<file path="config.mk">
export PLATFORM = sky130hd
export DESIGN_NAME = link_rel_fsm
export DESIGN_NICKNAME = d
export VERILOG_FILES = /design/src/rtl/lr_pkg.sv /design/src/rtl/lr_timer.sv /design/src/rtl/lr_cmp.sv /design/src/rtl/link_rel_fsm.sv
export SDC_FILE = /design/constraint.sdc
export NUM_CORES = 1
export LEC_CHECK = 0
export CORE_MARGIN = 5
export CORE_UTILIZATION = 35
export DETAILED_ROUTE_END_ITERATION = 6
export PLACE_DENSITY = 0.67
export REMOVE_ABC_BUFFERS = 1
export SYNTH_ARGS = -nofsm -noshare
export SYNTH_HDL_FRONTEND = slang
export SYNTH_SLANG_ARGS = --single-unit
</file>
<file path="constraint.sdc">
create_clock -name clk -period 2.75 [get_ports clk]
set_clock_uncertainty 0.2 [all_clocks]
set_input_delay 0.275 -clock clk [delete_from_list [all_inputs] [get_ports clk]]
set_output_delay 0.275 -clock clk [all_outputs]
set_load 0.02 [all_outputs]
</file>
<file path="src/rtl/lr_pkg.sv">
package lr_pkg;
    typedef enum logic [1:0] {
        LS_IDLE  = 2'd0,
        LS_PROBE = 2'd1,
        LS_TEST  = 2'd2,
        LS_LIVE  = 2'd3
    } lnk_state_t;

    typedef enum logic [1:0] {
        MC_JOIN   = 2'd0,
        MC_METRIC = 2'd1,
        MC_PASS   = 2'd2,
        MC_RSVD   = 2'd3
    } msg_code_t;

    typedef enum logic [2:0] {
        UC_JOIN   = 3'd0,
        UC_METRIC = 3'd1,
        UC_TEST   = 3'd2,
        UC_LIVE   = 3'd3,
        UC_DROP   = 3'd4,
        UC_CLEAR  = 3'd5
    } upd_cmd_t;
endpackage

</file>
<file path="src/rtl/lr_timer.sv">
module lr_timer #(
    parameter int TW = 8
) (
    input  logic          clk,
    input  logic          rst_n,
    input  logic          reload,
    input  logic [TW-1:0] period,
    output logic          expired
);
    logic [TW-1:0] cnt_q;

    always_ff @(posedge clk or negedge rst_n) begin
        if (!rst_n)
            cnt_q <= '0;
        else if (reload)
            cnt_q <= period;
        else if (cnt_q != '0)
            cnt_q <= cnt_q - 1'b1;
    end

    assign expired = (cnt_q == '0);

    // without a reload, a zero count cannot appear out of a count above one
    a_r4_no_skip: assert property (@(posedge clk) disable iff (!rst_n)
        (!reload && cnt_q > 1) |=> !expired);
endmodule

</file>
<file path="src/rtl/lr_cmp.sv">
module lr_cmp #(
    parameter int MW = 8
) (
    input  logic [MW-1:0] metric,
    input  logic [MW-1:0] add_th,
    input  logic [MW-1:0] rmv_th,
    output logic          ge_add,
    output logic          ge_rmv
);
    assign ge_add = (metric >= add_th);
    assign ge_rmv = (metric >= rmv_th);
endmodule

</file>
<file path="src/rtl/link_rel_fsm.sv">
module link_rel_fsm
    import lr_pkg::*;
#(
    parameter int MW = 8,
    parameter int TW = 8
) (
    input  logic          clk,
    input  logic          rst_n,
    input  logic          msg_valid,
    input  logic [1:0]    msg_code,
    input  logic [MW-1:0] msg_metric,
    input  logic [MW-1:0] add_thresh,
    input  logic [MW-1:0] rmv_thresh,
    input  logic [TW-1:0] tmo_period,
    output logic [1:0]    link_state,
    output logic          lt_req,
    output logic          upd_valid,
    output logic [2:0]    upd_cmd
);
    lnk_state_t    st_q, st_d;
    logic [MW-1:0] met_q, met_d;
    logic          req_d, uv_d;
    upd_cmd_t      uc_d;
    logic          tmo, ge_add, ge_rmv, reload;
    msg_code_t     code;

    assign code = msg_code_t'(msg_code);

    lr_cmp #(.MW(MW)) u_cmp (
        .metric (met_q),
        .add_th (add_thresh),
        .rmv_th (rmv_thresh),
        .ge_add (ge_add),
        .ge_rmv (ge_rmv)
    );

    assign reload = (st_d != st_q) || tmo;

    lr_timer #(.TW(TW)) u_tmr (
        .clk     (clk),
        .rst_n   (rst_n),
        .reload  (reload),
        .period  (tmo_period),
        .expired (tmo)
    );

    // next-state and transition decode
    always_comb begin
        st_d  = st_q;
        met_d = met_q;
        req_d = 1'b0;
        uv_d  = 1'b0;
        uc_d  = UC_JOIN;
        unique case (st_q)
            LS_IDLE: begin
                if (msg_valid && code == MC_JOIN) begin
                    st_d  = LS_PROBE;
                    met_d = msg_metric;
                    uv_d  = 1'b1;
                    uc_d  = UC_JOIN;
                end
            end
            LS_PROBE: begin
                if (tmo) begin
                    uv_d = 1'b1;
                    if (ge_add) begin
                        st_d  = LS_TEST;
                        req_d = 1'b1;
                        uc_d  = UC_TEST;
                    end else begin
                        st_d  = LS_IDLE;
                        met_d = '0;
                        uc_d  = UC_CLEAR;
                    end
                end else if (msg_valid && code == MC_METRIC) begin
                    met_d = msg_metric;
                    uv_d  = 1'b1;
                    uc_d  = UC_METRIC;
                end
            end
            LS_TEST: begin
                if (tmo) begin
                    st_d  = LS_IDLE;
                    met_d = '0;
                    uv_d  = 1'b1;
                    uc_d  = UC_DROP;
                end else if (msg_valid && code == MC_PASS) begin
                    st_d = LS_LIVE;
                    uv_d = 1'b1;
                    uc_d = UC_LIVE;
                end else if (msg_valid && code == MC_METRIC) begin
                    met_d = msg_metric;
                    uv_d  = 1'b1;
                    uc_d  = UC_METRIC;
                end
            end
            LS_LIVE: begin
                if (tmo) begin
                    uv_d = 1'b1;
                    if (ge_rmv) begin
                        uc_d = UC_LIVE;
                    end else begin
                        st_d  = LS_TEST;
                        req_d = 1'b1;
                        uc_d  = UC_TEST;
                    end
                end else if (msg_valid && code == MC_METRIC) begin
                    met_d = msg_metric;
                    uv_d  = 1'b1;
                    uc_d  = UC_METRIC;
                end
            end
        endcase
    end

    // state register
    always_ff @(posedge clk or negedge rst_n) begin
        if (!rst_n) begin
            st_q  <= LS_IDLE;
            met_q <= '0;
        end else begin
            st_q  <= st_d;
            met_q <= met_d;
        end
    end

    // output register
    always_ff @(posedge clk or negedge rst_n) begin
        if (!rst_n) begin
            lt_req    <= 1'b0;
            upd_valid <= 1'b0;
            upd_cmd   <= 3'd0;
        end else begin
            lt_req    <= req_d;
            upd_valid <= uv_d;
            upd_cmd   <= uc_d;
        end
    end

    assign link_state = st_q;

    // reset leaves Idle with quiet pulse outputs
    a_r1_reset_idle: assert property (@(posedge clk)
        !rst_n |=> (link_state == 2'd0 && !lt_req && !upd_valid));

    // a test request only accompanies arrival in Testing
    a_r11_req_into_test: assert property (@(posedge clk) disable iff (!rst_n)
        lt_req |-> (st_q == LS_TEST && upd_valid && upd_cmd == 3'd2));

    // every state change is reported
    a_r11_change_flagged: assert property (@(posedge clk) disable iff (!rst_n)
        (st_q != $past(st_q)) |-> upd_valid);

    // Live is reached only from Testing
    a_r7_live_via_test: assert property (@(posedge clk) disable iff (!rst_n)
        (st_q == LS_LIVE && $past(st_q) != LS_LIVE) |-> $past(st_q) == LS_TEST);

    // a pass outside Testing changes nothing
    a_r10_pass_ignored: assert property (@(posedge clk) disable iff (!rst_n)
        (msg_valid && msg_code == 2'd2 && st_q != LS_TEST && !tmo)
        |=> (st_q == $past(st_q) && !upd_valid));
endmodule

</file>
==> results.sh <==
export IMPL_numCtsBuffers=3
export IMPL_vdd_drop_max_mv=0.539
export IMPL_initial_core_util_pct=35.5
export IMPL_hold_buffers=0
export IMPL_dpl_hpwl_um=3250
export IMPL_cp_top_family="compound AO/OA/AOI/OAI gates"
export IMPL_wl_per_cell_um=12.9
export IMPL_n_fill_cell=491
export IMPL_seq_area_frac_synth_pct=32.1
export IMPL_cts_tree="built"
export IMPL_syn_mean_instance_area_um2=9.58
export IMPL_portBuffers=43
export IMPL_crit_required_ps=2700
export IMPL_powerDensity_mw_per_mm2=883
export IMPL_slowest_delay_ps=490
export IMPL_crit_type="flop to flop"
export IMPL_die_w_um=81.6
export IMPL_drt_pass1_iterations=4
export IMPL_tns_ps=0
export IMPL_met2_usage_pct=20.6
export IMPL_status="finished clean"
export IMPL_antenna_cells=0
export IMPL_synth_edff_count=0
export IMPL_synth_cell_type_count=51
export IMPL_p_leak_uw=0.00107
export IMPL_cts_setup_buffers=0
export IMPL_path_cells="inv_1 > ha_1 > nand4b_1 > a21oi_2 > a221o_1 > a211o_4 > a22o_1"
export IMPL_grt_pass1_wl_um=6360
export IMPL_row_count=26
export IMPL_yosysWarnings=0
export IMPL_ios=44
export IMPL_fmax_ghz=0.400
export IMPL_viasPerCell=4.86
export IMPL_critPathBufInv=1
export IMPL_drv_cap=0
export IMPL_core_mm2=0.00504
export IMPL_ys_ff_latch=23
export IMPL_dr_first_iter_drc_count=61
export IMPL_syn_to_final_growth_pct=33.1
export IMPL_drive_gt1_share_pct=11.5
export IMPL_grt_max_degree=24
export IMPL_period_needed_ps=2500
export IMPL_cp_slowest_cell="dfrtp_1"
export IMPL_die_area_mm2=0.00665
export IMPL_yosysTopAreaCell="dfrtp_1"
export IMPL_yosysTopAreaCellShare_pct=32.1
export IMPL_grt_overflow_total=0
export IMPL_async_reset_ff_share_pct=100
export IMPL_numPlacedInstances=301
export IMPL_grt_usage_pct=12.0
export IMPL_timing_final_crit_share_pct=90.8
export IMPL_synth_common_cells="24 x inv_1, 23 x dfrtp_1, 22 x ha_1"
export IMPL_wirelength_um=3930
export IMPL_place_area_mm2=0.00234
export IMPL_antenna_found_initial=0
export IMPL_cts_sinks=23
export IMPL_gp_congestion=0.806
export IMPL_critPathArrivalTime_ps=2450
export IMPL_cts_root_buf="clkbuf_8"
export IMPL_cp_max_fo=8
export IMPL_ctsResizeCount=0
export IMPL_slew_headroom_pct=53.9
export IMPL_num_vias=1483
export IMPL_die_h_um=81.6
export IMPL_worst_skew_pair_late_latency_ps=250
export IMPL_synth_area_leaders="dfrtp_1 32%, ha_1 15%, inv_1 5.0%"
export IMPL_grt_setup_unrepaired="false"
export IMPL_grt_pass1_vias=1433
export IMPL_final_max_slew_viol_count=0
export IMPL_finalHoldViolCount=0
export IMPL_use_met3_pct=1.43
export IMPL_fin_cells=305
export IMPL_worst_hold_path_type="primary input to async pin"
export IMPL_detail_route_antenna_nets=0
export IMPL_netlist_instances=187
export IMPL_syn_area_mm2=0.00179
export IMPL_htree_levels=1
export IMPL_worstSetupStartpointType="flop"
export IMPL_setup_viol=0
export IMPL_grt_busiest_layer="met2"
export IMPL_synth_most_common_cell="inv_1"
export IMPL_drc=0
export IMPL_end_kind="flop"
export IMPL_grt_use_met1_pct=16.0
export IMPL_final_area_mm2=0.00238
export IMPL_final_net_count=295
export IMPL_ctsLongestPathBuffers=2
export IMPL_worstMarginPinSlew_ps=686
export IMPL_synth_ff_type="dfrtp_1"
export IMPL_clkTransAtPathRegs_ps=80
[state kept, by name, summed over array words and instances (netlist names)]
name / cells
u_tmr.cnt_q: 8
upd_valid: 1
link_state: 2
lt_req: 1
upd_cmd: 3
met_q: 8
[report_power, final]
part,internal [uW],switching [uW]
combinational,675,611
clock,103,97.1
sequential,477,143
total,1260,852
[cells in the final DEF (no fill, tap or decap), types with 2 or more instances in the layout]
cell type	count
a2111oi_0	2
a211oi_1	3
a21boi_0	5
a21o_1	2
a21oi_1	5
a22o_1	8
and2_1	2
and3b_1	2
buf_4	7
clkbuf_8	3
clkdlybuf4s50_1	43
dfrtp_1	23
ha_1	22
inv_1	24
mux2_2	7
nand2_1	7
nand2b_1	4
nand3_1	5
nand3b_1	3
nor2_1	10
nor2b_1	2
nor3_1	4
o21a_1	4
o21ai_0	5
xnor2_1	4
xor2_1	2
[per-stage QoR]
stage | power, uW | worst slack, ps | hold slack [ps] | util [%]
after floorplan | 1520 | 281 | -221 | -
after global placement | 1880 | 89.4 | 291 | 46.4
after detailed placement | 1910 | 37.4 | 297 | 46.4
after CTS | 2120 | 266 | 172 | 47.3
after global routing | 2290 | 110 | 203 | 47.3
final | 2110 | 252 | 162 | 47.3
[cells by family after synthesis]
| family | after synthesis | synth area share (%) |
|---|---|---|
| XOR/XNOR | 6 | 2.93 |
| adder cells (fa/ha/maj) | 22 | 15.4 |
| AO/OA/AOI/OAI | 50 | 22.3 |
| buffers and inverters | 30 | 6.29 |
| multiplexers | 8 | 4.96 |
| AND/OR/NAND/NOR | 48 | 16.1 |
| flip-flops | 23 | 32.1 |
[path summary, 6_finish.rpt]
| check | endpoint | depth (start not counted) | slack (ps) | start |
|---|---|---|---|---|
| max reg2reg | met_q[7]$_DFFE_PN0P_ | 7 | 250 | link_state[0]$_DFF_PN0_ |
| min | u_tmr.cnt_q[2]$_DFFE_PN0P_ | 2 | 160 | rst_n |
| max in group asynchronous | upd_cmd[2]$_DFF_PN0_ | 2 | 1960 | rst_n |
| min in group clk | met_q[0]$_DFFE_PN0P_ | 1 | 320 | met_q[0]$_DFFE_PN0P_ |
| max | met_q[7]$_DFFE_PN0P_ | 7 | 250 | link_state[0]$_DFF_PN0_ |
| min reg2reg | met_q[0]$_DFFE_PN0P_ | 1 | 320 | met_q[0]$_DFFE_PN0P_ |
[worst register-to-register path, delay by kind of cell, from the launching register on]
kind / cells / cell delay [ps]
compound gates: 4 / 1060
simple gates: 1 / 180
flops: 1 / 490
buf+inv: 1 / 130
fa+ha+maj: 1 / 320
[metal layers]
| layer | up-vias | part of all wire [%] |
|---|---|---|
| li1 | 771 | - |
| met1 | 691 | 49 |
| met2 | 19 | 47 |
| met3 | 2 | 3.1 |
| met4 | 0 | 0.81 |
| met5 | - | 0 |
[cell type report]
class                   instances  area, um^2  area share [%]
repair buffers                 50         483            20.3
multi-input cells             134        1100            46.3
inverters                      24        90.1            3.78
well taps                      70        87.6            3.67
clock buffers                   4        45.0            1.89
flip-flops and latches         23         576            24.1
No activity file was read; power rests on OpenSTA's default activity.
